`src/rtl/sg_pkg.sv`:
```
package sg_pkg;
  // Depth of the tap chain feeding channel idx.
  function automatic int unsigned stagger_depth(input int unsigned idx, input int unsigned step);
    return idx * step;
  endfunction

  // Edges needed before the last channel reflects a steady request.
  function automatic int unsigned settle_edges(input int unsigned nch, input int unsigned step);
    return (nch - 1) * step + 1;
  endfunction
endpackage

```
`src/rtl/sg_req_gen.sv`:
```
module sg_req_gen #(
  parameter int unsigned NUM_CH = 16
) (
  input  logic [NUM_CH-1:0] onoff,
  input  logic              oe_n,
  input  logic              kill,
  output logic [NUM_CH-1:0] req_vec,
  output logic              flush
);
  always_comb begin
    req_vec = onoff & {NUM_CH{~oe_n}};
    flush   = kill;
  end
endmodule

```
`src/rtl/sg_tap_chain.sv`:
```
module sg_tap_chain #(
  parameter int unsigned DEPTH = 0
) (
  input  logic clk,
  input  logic rst_n,
  input  logic flush,
  input  logic din,
  output logic dout
);
  logic [DEPTH:0] taps;

  always_ff @(posedge clk or negedge rst_n) begin
    if (!rst_n) begin
      taps <= '0;
    end else if (flush) begin
      taps <= '0;
    end else begin
      taps[0] <= din;
      for (int k = 1; k <= int'(DEPTH); k++) begin
        taps[k] <= taps[k-1];
      end
    end
  end

  assign dout = taps[DEPTH];
endmodule

```
`src/rtl/sg_gate_stage.sv`:
```
module sg_gate_stage #(
  parameter int unsigned NUM_CH = 16
) (
  input  logic [NUM_CH-1:0] delayed,
  input  logic              kill,
  output logic [NUM_CH-1:0] gate
);
  always_comb gate = delayed & {NUM_CH{~kill}};
endmodule

```
`src/rtl/staggered_gate_seq.sv`:
```
module staggered_gate_seq #(
  parameter int unsigned NUM_CH   = 16,
  parameter int unsigned STEP_CYC = 4
) (
  input  logic              clk,
  input  logic              rst_n,
  input  logic [NUM_CH-1:0] onoff_latch,
  input  logic              oe_n,
  input  logic              therm_kill,
  output logic [NUM_CH-1:0] gate
);
  logic [NUM_CH-1:0] req_vec;
  logic [NUM_CH-1:0] delayed_vec;
  logic              chain_flush;

  sg_req_gen #(.NUM_CH(NUM_CH)) u_req (
    .onoff   (onoff_latch),
    .oe_n    (oe_n),
    .kill    (therm_kill),
    .req_vec (req_vec),
    .flush   (chain_flush)
  );

  for (genvar g = 0; g < NUM_CH; g++) begin : g_ch
    localparam int unsigned D = sg_pkg::stagger_depth(g, STEP_CYC);
    sg_tap_chain #(.DEPTH(D)) u_chain (
      .clk   (clk),
      .rst_n (rst_n),
      .flush (chain_flush),
      .din   (req_vec[g]),
      .dout  (delayed_vec[g])
    );
  end

  sg_gate_stage #(.NUM_CH(NUM_CH)) u_out (
    .delayed (delayed_vec),
    .kill    (therm_kill),
    .gate    (gate)
  );
endmodule

```
`config.mk`:
```
export PLATFORM = sky130hd
export DESIGN_NAME = staggered_gate_seq
export DESIGN_NICKNAME = d
export VERILOG_FILES = /design/src/rtl/sg_pkg.sv /design/src/rtl/sg_req_gen.sv /design/src/rtl/sg_tap_chain.sv /design/src/rtl/sg_gate_stage.sv /design/src/rtl/staggered_gate_seq.sv
export SDC_FILE = /design/constraint.sdc
export NUM_CORES = 1
export LEC_CHECK = 0
export BUFFER_PORTS_ARGS = -buffer_cell sky130_fd_sc_hd__buf_2
export CAP_MARGIN = 25
export CORE_MARGIN = 4
export CORE_UTILIZATION = 61
export DETAILED_ROUTE_END_ITERATION = 12
export GPL_ROUTABILITY_DRIVEN = 0
export PLACE_DENSITY_LB_ADDON = 0.2
export SLEW_MARGIN = 25
export SYNTH_ARGS = -nofsm -noshare
export SYNTH_HDL_FRONTEND = slang
export SYNTH_SLANG_ARGS = --single-unit
```
`constraint.sdc`:
```
create_clock -name clk -period 1 [get_ports clk]
set_input_delay 0.2 -clock clk [delete_from_list [all_inputs] [get_ports clk]]
set_output_delay 0.2 -clock clk [all_outputs]
set_load 0.005 [all_outputs]
```
---- Yosys cells after proc, flatten, opt, wreduce, memory -nomap -nowiden ----
Cells that the tools add are included.
cells by class
  multiplexer cells ....................... 16
  bitwise logic cells ..................... 4
operators by type and width
  operator           number
  61-bit 2-to-1 mux  1
  57-bit 2-to-1 mux  1
  53-bit 2-to-1 mux  1
  49-bit 2-to-1 mux  1
  45-bit 2-to-1 mux  1
  41-bit 2-to-1 mux  1
  37-bit 2-to-1 mux  1
  33-bit 2-to-1 mux  1
  16-bit AND         2
  29-bit 2-to-1 mux  1
  25-bit 2-to-1 mux  1
  21-bit 2-to-1 mux  1
  17-bit 2-to-1 mux  1
  13-bit 2-to-1 mux  1
  9-bit 2-to-1 mux   1
  5-bit 2-to-1 mux   1
  1-bit NOT          2
  1-bit 2-to-1 mux   1
word-level totals
  bits in registers ....................... 496
  input port bits ......................... 20
  logic and storage cells ................. 36

---- Logic depth before layout (Yosys ltp) ----
  word-level depth ........................ 3
  mapped depth ............................ 4
  depth with buffers taken out ............ 1

---- Cells and area by module ----
A second synthesis with hierarchy kept.
second synthesis, totals
  cells, all modules ...................... 1,072
  area total of the unflattened synthesis .. 16,370.7 um^2
modules (own cells, without submodules)
  module                           instances  cells each  area an instance (um^2)  sequential area each (um^2)
  sg_tap_chain (g_ch[15].u_chain)  1          128         1,938.1                  1,526.5
  sg_tap_chain (g_ch[14].u_chain)  1          120         1,838.0                  1,426.4
  sg_tap_chain (g_ch[13].u_chain)  1          111         1,682.9                  1,326.3
  sg_tap_chain (g_ch[12].u_chain)  1          103         1,570.3                  1,226.2
  sg_tap_chain (g_ch[11].u_chain)  1          94          1,427.6                  1,126.1
  sg_tap_chain (g_ch[10].u_chain)  1          86          1,302.5                  1,026.0
  sg_tap_chain (g_ch[9].u_chain)   1          77          1,208.7                  925.9
  sg_tap_chain (g_ch[8].u_chain)   1          69          1,054.8                  825.8
  sg_tap_chain (g_ch[7].u_chain)   1          61          1,027.2                  725.7
  sg_tap_chain (g_ch[6].u_chain)   1          52          798.3                    625.6
  sg_tap_chain (g_ch[5].u_chain)   1          44          729.4                    525.5
  sg_tap_chain (g_ch[4].u_chain)   1          35          560.5                    425.4
  sg_tap_chain (g_ch[3].u_chain)   1          27          460.4                    325.3
  sg_tap_chain (g_ch[2].u_chain)   1          18          281.5                    225.2
  +4 rows                          --         --          --                       --

---- Worst setup path after synthesis ----
Ideal clock, no wire load.
  path type ............................... input port to flip-flop
  start point ............................. input therm_kill
  end point ............................... register g_ch[10].u_chain.taps[10]
  setup time .............................. 132 ps
  arrival ................................. 784 ps
  data required time ...................... 868 ps
  slack ................................... 83 ps
  stages .................................. 4
  cells stage by stage .................... buf_4 > buf_4 > clkbuf_1 > nor2b_1
between the ends
  longest elaborated chain between the ends .. 1
RTL lines
  item                           RTL line                 source
  start, declared                staggered_gate_seq.sv:9  input logic therm_kill,
  41-bit 2-to-1 mux              sg_tap_chain.sv:15       end else if (flush) begin
  end signal, assigned by index  sg_tap_chain.sv:20       taps[k] <= taps[k-1];
  end, declared                  sg_tap_chain.sv:10       logic [DEPTH:0] taps;
No other way between the ends.

---- Worst setup path after layout ----
  start point ............................. register g_ch[7].u_chain.taps[28]
  end point ............................... output gate[7]
between the ends
  longest elaborated chain between the ends .. 1
RTL lines
  item                             RTL line                  source
  start, declared                  sg_tap_chain.sv:10
  start signal, assigned by index  sg_tap_chain.sv:20
  16-bit AND                       sg_gate_stage.sv:8        always_comb gate = delayed & {NUM_CH{~kill}};
  end, declared                    staggered_gate_seq.sv:10  output logic [NUM_CH-1:0] gate
No other way between the ends.

==> flow_metrics.env <==
export IMPL_synth_distinct_cells=7
export IMPL_drt_initial_drc_count=469
export IMPL_grt_antenna_before_repair=0
export IMPL_fin_area_um2=18800
export IMPL_cp_arrival_ns=1.16
export IMPL_cap_violations=0
export IMPL_placed_area_um2=17000
export IMPL_die_area_um2=28800
export IMPL_io_pins=36
export IMPL_cts_sinks=496
export IMPL_hpwl_um=12300
export IMPL_p_total_mw=39.3
export IMPL_power_density_nw_per_um2=2090
export IMPL_synth_seq_area_share=0.779
export IMPL_drc=0
export IMPL_tns_ns=-5.24
export IMPL_report_final_slew_viol_count=0
export IMPL_syn_area_um2=15900
export IMPL_area_delta_synth_final_pct=18.0
export IMPL_r2r_start="g_ch[5].u_chain.taps[0]"
export IMPL_rr_endpoint="g_ch[5].u_chain.taps[1]"
export IMPL_hold_depth=3
export IMPL_grt_overflow_total=0
export IMPL_syn_nets=1087
export IMPL_drive_gt1_frac=0.145
export IMPL_clk_pin_slew_ns=0.06
export IMPL_syn_avg_cell_area_um2=14.9
export IMPL_critical_path_class="reg -> out"
export IMPL_synth_cells=1067
export IMPL_numCtsBuffers=47
export IMPL_wl_um=22700
export IMPL_violations="setup timing"
export IMPL_hold_class="in -> reg"
export IMPL_start_util=0.627
export IMPL_yosys_warnings=0
export IMPL_r2r_slack_ns=0.33
export IMPL_cts_setup_buffers=0
export IMPL_grt_max_degree=84
export IMPL_dr_total_vias=7319
export IMPL_slew_headroom=0.678
export IMPL_worstRegToRegCells=1
export IMPL_antenna_cells=0
export IMPL_cts_tree="built"
export IMPL_design_core_area_um2=25400
export IMPL_dp_cells=1430
export IMPL_finalWorstSetupSlack_ns=-0.360
export IMPL_critical_path_max_stage_delay_ns=0.39
export IMPL_die_w_um=170
export IMPL_layout_common_cells="dfrtp_1, nor2b_1, clkbuf_16, buf_2, buf_4"
export IMPL_place_worst_setup_slack_ns=-0.00226
export IMPL_portBuffers=35
export IMPL_htree_num_levels=2
export IMPL_critPathRequiredTime_ns=0.80
export IMPL_die_h_um=170
export IMPL_skew_ns=0.0179
export IMPL_p_leak_nw=9.50
export IMPL_status="complete, but fails checks"
export IMPL_rsz0062_at_grt="true"
export IMPL_worstMarginPinSlew_ns=0.483
export IMPL_ys_ff_latch=496
export IMPL_fin_crit_sh=1.36
export IMPL_post_drt_wl_per_cell_um=14.8
export IMPL_hold_viol_final=0
export IMPL_setup_viol=16
export IMPL_cp_end_kind="output pin"
export IMPL_fmax_mhz=735
export IMPL_endpoint="gate[7]"
export IMPL_grt_use_total=0.173
export IMPL_cts_buffer_depth=3
export IMPL_min_period_ns=1.36
export IMPL_final_instance_count_excl_fill=1533
export IMPL_drtAntennaViolNets=0
export IMPL_vdd_drop_max_v=0.00150
export IMPL_path_cells="nor2b_1 > buf_2"
export IMPL_final_nets=1187
export IMPL_final_common_cell="dfrtp_1"
export IMPL_grt_pass1_wl_um=40200
export IMPL_critPathMaxFanout=1
export IMPL_rows=58
export IMPL_cpMaxStageDelayCell="dfrtp_1"
export IMPL_drt_pass1_iter_count=4
export IMPL_cp_start_kind="flip-flop"
export IMPL_post_drt_via_cell_ratio=4.77
export IMPL_clock_latency_ns=0.53
export IMPL_grt_pass1_vias=7976
export IMPL_crit_start="g_ch[7].u_chain.taps[28]"
export IMPL_cts_root_buf="clkbuf_16"
-- area by class of cell --
| type | instances | area (um^2) |
|---|---|---|
| clock buffers | 66 | 1370 |
| flip-flops and latches | 496 | 12400 |
| clock inverters | 19 | 226 |
| repair buffers | 110 | 1130 |
| well taps | 330 | 413 |
| multi-input cells | 512 | 3250 |
| fillers | 1534 | 6600 |
-- timing repair --
| action | 4_1_cts | 5_1_grt |
|---|---|---|
| hold buffers | 18 | 0 |
| gates resized for setup | 0 | 7 |
| endpoints found under the hold margin | 514 | 0 |
| gates cloned | 0 | 0 |
| setup endpoints to repair | 16 | 16 |
-- critical path, delay by kind of cell, from the launching register on --
| kind | cells | cell delay, ns |
|---|---|---|
| simple gates | 1 | 0.13 |
| flops | 1 | 0.39 |
| buf+inv | 1 | 0.12 |
-- kinds of logic (layout without fill, tap and decap cells) --
group,Yosys count,in the layout,share of synthesized area
buffers and inverters,59,195,0.0185
DFF,496,496,0.779
and+or+nand+nor,512,512,0.202
-- per-layer routing --
| layer | up-vias | wire [um] | GRT usage |
|---|---|---|---|
| met2 | 81 | 10800 | 0.269 |
| li1 | 3421 | - | - |
| met5 | - | 0 | 0 |
| met3 | 45 | 729 | 0.0310 |
| met4 | 0 | 520 | 0.0497 |
| met1 | 3772 | 10600 | 0.257 |
-- synthesized netlist by cell type (all sizes together) --
library cell / count / area (um^2)
nor2b: 496 / 3100
nor3b: 16 / 120
dfrtp: 496 / 12400
buf: 49 / 256
clkbuf: 10 / 37.5
-- sequential cells by signal (all words and copies together) (netlist names) --
signal	cells
g_ch.u_chain.dout	1
g_ch.u_chain.taps	495
-- how the worst min path moves through the flow --
stage                    start                         to  slack [ns]
CTS                 therm_kill  g_ch[13].u_chain.taps[19]        0.04
detailed placement       rst_n   g_ch[6].u_chain.taps[19]        0.02
finish              therm_kill  g_ch[13].u_chain.taps[19]        0.06
global placement         rst_n   g_ch[6].u_chain.taps[19]        0.01
floorplan                rst_n       g_ch[0].u_chain.dout        -0.1
global route             rst_n   g_ch[6].u_chain.taps[19]        0.05
-- stage by stage --
step | utilization | hold WS (ns)
after floorplan | - | -0.0956
after global placement | 0.669 | 0.0142
after detailed placement | 0.669 | 0.0154
after CTS | 0.739 | 0.0394
after global routing | 0.740 | 0.0518
final | 0.740 | 0.0574
-- where the power goes --
part | internal, mW | switching [mW]
clock network | 10.8 | 7.11
registers | 20.1 | 0.0150
logic | 0.408 | 0.788
total | 31.4 | 7.91
Power figures use the tool's default switching activity.
